`config.mk`:
```
export PLATFORM = sky130hd
export DESIGN_NAME = gpio_pin_port
export DESIGN_NICKNAME = d
export VERILOG_FILES = /design/src/rtl/gpio_pin_pkg.sv /design/src/rtl/gpio_pin_sync.sv /design/src/rtl/gpio_pin_events.sv /design/src/rtl/gpio_pin_regs.sv /design/src/rtl/gpio_pin_port.sv
export SDC_FILE = /design/constraint.sdc
export NUM_CORES = 1
export LEC_CHECK = 0
export BUFFER_PORTS_ARGS = -buffer_cell sky130_fd_sc_hd__buf_2
export CORE_AREA = 4 4 117 141
export DETAILED_ROUTE_END_ITERATION = 8
export DIE_AREA = 0 0 121 145
export MAX_ROUTING_LAYER = met4
export PLACE_DENSITY_LB_ADDON = 0.12
export RECOVER_POWER = 25
export SLEW_MARGIN = 20
export SYNTH_ARGS = -nofsm -noshare
export SYNTH_HDL_FRONTEND = slang
export SYNTH_SLANG_ARGS = --single-unit
export TNS_END_PERCENT = 5
```
`constraint.sdc`:
```
create_clock -name clk -period 1.35 [get_ports clk]
set_input_delay 0.0675 -clock clk [delete_from_list [all_inputs] [get_ports clk]]
set_output_delay 0.0675 -clock clk [all_outputs]
set_load 0.02 [all_outputs]
```
`src/rtl/gpio_pin_pkg.sv`:
```
package gpio_pin_pkg;
  localparam int unsigned OFS_IN    = 8'h00;
  localparam int unsigned OFS_OUT   = 8'h04;
  localparam int unsigned OFS_DIR   = 8'h08;
  localparam int unsigned OFS_EDGE  = 8'h0C;
  localparam int unsigned OFS_MASK  = 8'h10;
  localparam int unsigned OFS_STAT  = 8'h14;
  localparam int unsigned OFS_PINEN = 8'h18;

  typedef enum logic [2:0] {
    SEL_NONE, SEL_IN, SEL_OUT, SEL_DIR, SEL_EDGE, SEL_MASK, SEL_STAT, SEL_PINEN
  } reg_sel_e;

  function automatic reg_sel_e decode_ofs(input int unsigned ofs);
    case (ofs)
      OFS_IN:    return SEL_IN;
      OFS_OUT:   return SEL_OUT;
      OFS_DIR:   return SEL_DIR;
      OFS_EDGE:  return SEL_EDGE;
      OFS_MASK:  return SEL_MASK;
      OFS_STAT:  return SEL_STAT;
      OFS_PINEN: return SEL_PINEN;
      default:   return SEL_NONE;
    endcase
  endfunction

  function automatic logic [15:0] edge_hits(input logic [15:0] prev,
                                            input logic [15:0] cur,
                                            input logic [15:0] pol,
                                            input logic [15:0] is_in);
    logic [15:0] rise, fall;
    rise = cur & ~prev;
    fall = prev & ~cur;
    return ((rise & pol) | (fall & ~pol)) & is_in;
  endfunction

  function automatic logic [15:0] next_status(input logic [15:0] cur,
                                              input logic [15:0] clr,
                                              input logic [15:0] hit);
    return (cur & ~clr) | hit;
  endfunction
endpackage

```
`src/rtl/gpio_pin_sync.sv`:
```
module gpio_pin_sync #(
  parameter int WIDTH  = 16,
  parameter int STAGES = 2
) (
  input  logic             clk,
  input  logic             rst_n,
  input  logic [WIDTH-1:0] raw,
  output logic [WIDTH-1:0] synced,
  output logic [WIDTH-1:0] synced_prev
);
  logic [WIDTH-1:0] chain [STAGES];

  for (genvar s = 0; s < STAGES; s++) begin : g_stage
    if (s == 0) begin : g_first
      always_ff @(posedge clk) begin
        if (!rst_n) chain[0] <= '0;
        else        chain[0] <= raw;
      end
    end else begin : g_next
      always_ff @(posedge clk) begin
        if (!rst_n) chain[s] <= '0;
        else        chain[s] <= chain[s-1];
      end
    end
  end

  always_ff @(posedge clk) begin
    if (!rst_n) synced_prev <= '0;
    else        synced_prev <= chain[STAGES-1];
  end

  assign synced = chain[STAGES-1];
endmodule

```
`src/rtl/gpio_pin_events.sv`:
```
module gpio_pin_events #(
  parameter int WIDTH = 16
) (
  input  logic             clk,
  input  logic             rst_n,
  input  logic [WIDTH-1:0] cur,
  input  logic [WIDTH-1:0] prev,
  input  logic [WIDTH-1:0] polarity,
  input  logic [WIDTH-1:0] is_input,
  input  logic [WIDTH-1:0] clr_vec,
  output logic [WIDTH-1:0] hit_vec,
  output logic [WIDTH-1:0] status
);
  import gpio_pin_pkg::*;

  assign hit_vec = edge_hits(prev, cur, polarity, is_input);

  always_ff @(posedge clk) begin
    if (!rst_n) status <= '0;
    else        status <= next_status(status, clr_vec, hit_vec);
  end
endmodule

```
`src/rtl/gpio_pin_regs.sv`:
```
module gpio_pin_regs #(
  parameter int WIDTH  = 16,
  parameter int ADDR_W = 8
) (
  input  logic              clk,
  input  logic              rst_n,
  input  logic              wr,
  input  logic              rd,
  input  logic [ADDR_W-1:0] addr,
  input  logic [WIDTH-1:0]  wdata,
  input  logic [WIDTH-1:0]  sync_in,
  input  logic [WIDTH-1:0]  status,
  output logic [WIDTH-1:0]  out_q,
  output logic [WIDTH-1:0]  dir_q,
  output logic [WIDTH-1:0]  pol_q,
  output logic [WIDTH-1:0]  mask_q,
  output logic [WIDTH-1:0]  pinen_q,
  output logic [WIDTH-1:0]  clr_vec,
  output logic [WIDTH-1:0]  rdata
);
  import gpio_pin_pkg::*;

  reg_sel_e sel;
  logic [WIDTH-1:0] rd_word;

  assign sel     = decode_ofs(int'(addr));
  assign clr_vec = (wr && sel == SEL_STAT) ? wdata : '0;

  always_ff @(posedge clk) begin
    if (!rst_n) begin
      out_q   <= '0;
      dir_q   <= '1;
      pol_q   <= '1;
      mask_q  <= '1;
      pinen_q <= '1;
    end else if (wr) begin
      case (sel)
        SEL_OUT:   out_q   <= wdata;
        SEL_DIR:   dir_q   <= wdata;
        SEL_EDGE:  pol_q   <= wdata;
        SEL_MASK:  mask_q  <= wdata;
        SEL_PINEN: pinen_q <= wdata;
        default:   ;
      endcase
    end
  end

  always_comb begin
    case (sel)
      SEL_IN:    rd_word = sync_in & pinen_q;
      SEL_OUT:   rd_word = out_q;
      SEL_DIR:   rd_word = dir_q;
      SEL_EDGE:  rd_word = pol_q;
      SEL_MASK:  rd_word = mask_q;
      SEL_STAT:  rd_word = status;
      SEL_PINEN: rd_word = pinen_q;
      default:   rd_word = '0;
    endcase
  end

  always_ff @(posedge clk) begin
    if (!rst_n)  rdata <= '0;
    else if (rd) rdata <= rd_word;
  end
endmodule

```
`src/rtl/gpio_pin_port.sv`:
```
module gpio_pin_port #(
  parameter int WIDTH  = 16,
  parameter int ADDR_W = 8
) (
  input  logic              clk,
  input  logic              rst_n,
  input  logic              bus_wr,
  input  logic              bus_rd,
  input  logic [ADDR_W-1:0] bus_addr,
  input  logic [WIDTH-1:0]  bus_wdata,
  output logic [WIDTH-1:0]  bus_rdata,
  input  logic [WIDTH-1:0]  pin_in,
  output logic [WIDTH-1:0]  pin_out,
  output logic [WIDTH-1:0]  pin_oe,
  output logic              irq
);
  logic [WIDTH-1:0] sync_cur, sync_prev;
  logic [WIDTH-1:0] out_q, dir_q, pol_q, mask_q, pinen_q;
  logic [WIDTH-1:0] clr_vec, hit_vec, status;

  gpio_pin_sync #(.WIDTH(WIDTH), .STAGES(2)) u_sync (
    .clk(clk), .rst_n(rst_n), .raw(pin_in),
    .synced(sync_cur), .synced_prev(sync_prev)
  );

  gpio_pin_regs #(.WIDTH(WIDTH), .ADDR_W(ADDR_W)) u_regs (
    .clk(clk), .rst_n(rst_n), .wr(bus_wr), .rd(bus_rd), .addr(bus_addr),
    .wdata(bus_wdata), .sync_in(sync_cur), .status(status),
    .out_q(out_q), .dir_q(dir_q), .pol_q(pol_q), .mask_q(mask_q),
    .pinen_q(pinen_q), .clr_vec(clr_vec), .rdata(bus_rdata)
  );

  gpio_pin_events #(.WIDTH(WIDTH)) u_events (
    .clk(clk), .rst_n(rst_n), .cur(sync_cur), .prev(sync_prev),
    .polarity(pol_q), .is_input(dir_q), .clr_vec(clr_vec),
    .hit_vec(hit_vec), .status(status)
  );

  assign pin_out = out_q;
  assign pin_oe  = ~dir_q;
  assign irq     = |(status & ~mask_q);
endmodule

```
==> run_results.csv <==
group,metric,value,unit
timing,fmax,636.7,MHz
cts,numCtsBuffers,17,
timing,final-setup-viol-count,8,
grt,grt_max_degree,69,
grt,grt.overflow.total,0,
cts,cts.path.max_buffers,2,
job,drv_cap,0,
finish,nets,1004,
place,dp_hpwl,15020,µm
route,first_pass_iters,5,
logic_synthesis,synth.cell_area,6950,µm²
timing,timing.final.crit_period,1571,ps
logic_synthesis,async_reset_ff_share,0,%
floorplan,coreArea,15020,µm²
grt,grt_use_total,24.96,%
floorplan,row_count,49,
cts,cts-root-buf,"clkbuf_16",
finish,post-route-util,61.62,%
route,wl,21130,µm
timing,hold_viol_final,0,
floorplan,dieArea,17550,µm²
setup_path,critPathLaunchType,"register",
run_status,status,"finished, violations left",
finish,final_cell_mix,"dfxtp_1, nand2_1, buf_2, buf_4, nand3_1",
finish,final_layout_size_suffix_gt1_share,27.65,%
route,initialDrtViolationCount,381,
setup_path,worstPathMaxFanout,2,
setup_path,critPathKind,"reg -> out",
cts,cts_tree,"yes",
finish,layout_commonest_cell,"dfxtp_1",
route,drc,0,
timing,skew,7.515,ps
logic_synthesis,ys_seq_elements,160,
logic_synthesis,synth_fp_nets,820,
timing,hold_ws,112.9,ps
cts,clk_pin_slew,60,ps
power_and_ir_drop,powerDensity,1143,nW/µm²
route,wl_per_cell,17.95,µm
timing,slew_headroom,52.64,%
run_status,violations,"setup timing",
logic_synthesis,synth_ff_type,"dfxtp_1",
logic_synthesis,synth.distinct_cells,45,
route,via_per_inst,5.403,
power_and_ir_drop,leakagePower,0.004264,µW
timing,maxSlewViolCount,0,
cts,clock_latency,420,ps
grt,grt_pass1_wl,33370,µm
timing,rsz0062_at_grt,"yes",
timing,setup_tns,-474.6,ps
logic_synthesis,syn_avg_cell_area,8.957,µm²
grt,met1_usage,29.66,%
floorplan,die_w,121,µm
power_and_ir_drop,vdd_drop_max,0.0009226,V
route,vias,6359,
timing,fin_crit_sh,116.3,%
finish,synthToLayoutAreaGrowth,33.18,%
place,numPortBuffers,92,
cts,clkSinkCount,160,
place,dp_cells,1110,
logic_synthesis,yosysWarnings,0,
floorplan,start_util,46.27,%
finish,fillers,1315,
setup_path,worst-endpoint-required,1280,ps
floorplan,die_h,145,µm
min_path,hold_class,"in -> reg",
logic_synthesis,synth-edff-count,0,
grt,grt-busiest-layer,"met2",
setup_path,crit_path_end_kind,"output pin",
setup_path,rrSetupSlack,-70,ps
logic_synthesis,syn_inst,776,
cts,ctsHtreeMaxLevel,4,
finish,fin_cells,1177,
route,ant_nets,0,
timing,setup_ws,-220.6,ps
grt,met2_usage,41.59,%
logic_synthesis,ys_seq_area_share,46.08,%
power_and_ir_drop,total_power,10580,µW
place,gp_congestion,0.9945,
grt,grt_pass1_vias,6292,
finish,antenna_cells,0,
grt,met3_usage,4.671,%
floorplan,pin_count,93,
setup_path,cp_data_arrival_time,1500,ps
grt,antenna_found_initial,0,
timing,worst_pin_slew,705.7,ps
-- power by group --
| part | switching, µW | internal, µW |
|---|---|---|
| combinational | 433 | 412 |
| clock | 1940 | 2910 |
| sequential | 63.3 | 4820 |
| total | 2430 | 8150 |
-- registers in the layout, summed over array words and instances (netlist names) --
| name | cells |
|---|---|
| u_events.status | 16 |
| u_regs.dir_q | 16 |
| u_regs.mask_q | 16 |
| u_regs.out_q | 16 |
| u_regs.pinen_q | 16 |
| u_regs.pol_q | 16 |
| u_regs.rdata | 16 |
| u_sync.chain | 32 |
| u_sync.synced_prev | 16 |
-- synth_stat cells, drive strengths merged, types with 3 or more instances --
master,n,area share (%)
nor2,25,1.4
nor4b,3,1.0
nor3b,20,2.5
o211ai,24,2.6
a32oi,4,0.50
a21oi,8,0.58
a31oi,7,0.63
nor3,10,0.79
o2bb2ai,5,0.63
nor2b,27,2.4
nand2,138,7.5
and2,56,5.0
clkbuf,27,1.5
mux2i,29,4.2
o21ai,33,2.4
nand4,10,0.90
a21boi,16,1.7
a221oi,14,1.8
a21o,14,1.5
mux2,8,1.3
o221a,4,0.65
mux4,7,2.4
buf,24,1.9
nand3,45,3.4
nand3b,4,0.43
o22ai,4,0.36
dfxtp,160,46
inv,34,1.8
and3,6,0.54
-- layout make-up --
cell class | instances | area (µm²) | share of cell area [%]
Sequential cell | 160 | 3217 | 34.75
Clock inverter | 13 | 162.7 | 1.757
Tap cell | 204 | 255.2 | 2.758
Timing Repair Buffer | 216 | 1577 | 17.03
Clock buffer | 19 | 432.9 | 4.677
Multi-Input combinational cell | 531 | 3485 | 37.65
Inverter | 34 | 127.6 | 1.379
-- worst paths after layout --
check                           start            endpoint  depth (start not counted)
hold / removal                  rst_n     u_regs.pol_q[9]                          3
hold reg to reg    u_sync.chain[0][0]  u_sync.chain[1][0]                          1
setup reg to reg  u_sync.chain[1][11]    u_regs.rdata[11]                          4
setup / recovery  u_events.status[13]                 irq                          5
-- logic make-up after synthesis --
group                  after synthesis  share of synthesized area [%]
AOI/OAI and AO/OA                  134                          13.47
buffers and inverters               85                          5.221
DFF                                160                          46.08
muxes                               44                          7.903
and+or+nand+nor                    353                          27.33
-- per-layer routing --
metal	routed length, µm	vias up
met2	10530	213
li1	-	3068
met3	994	48
met1	8982	3030
met5	0	-
met4	625	0
-- stage by stage --
step / cell area (µm²) / worst slack [ps]
detailed placement: 8220 / -187.9
global placement: 8220 / -157.3
finish: 9256 / -220.6
floorplan: 6982 / -2.577
CTS: 9250 / -211.1
global route: 9256 / -263.9
-- critical path: stages (launching register included) --
cell and delay [ps]:
dfxtp_2 320, inv_2 90, o22ai_4 80, a221oi_2 220, nand4_1 190, buf_6 180
-- repair_timing --
action / in CTS / in global routing
pin swaps: 2 / 2
hold buffers: 33 / 0
setup endpoints to repair: 8 / 8
gates cloned: 0 / 0
endpoints found under the hold margin: 89 / 0
gates resized for setup: 27 / 15
buffers inserted: 2 / 1
No activity file was read; power rests on OpenSTA's default activity.
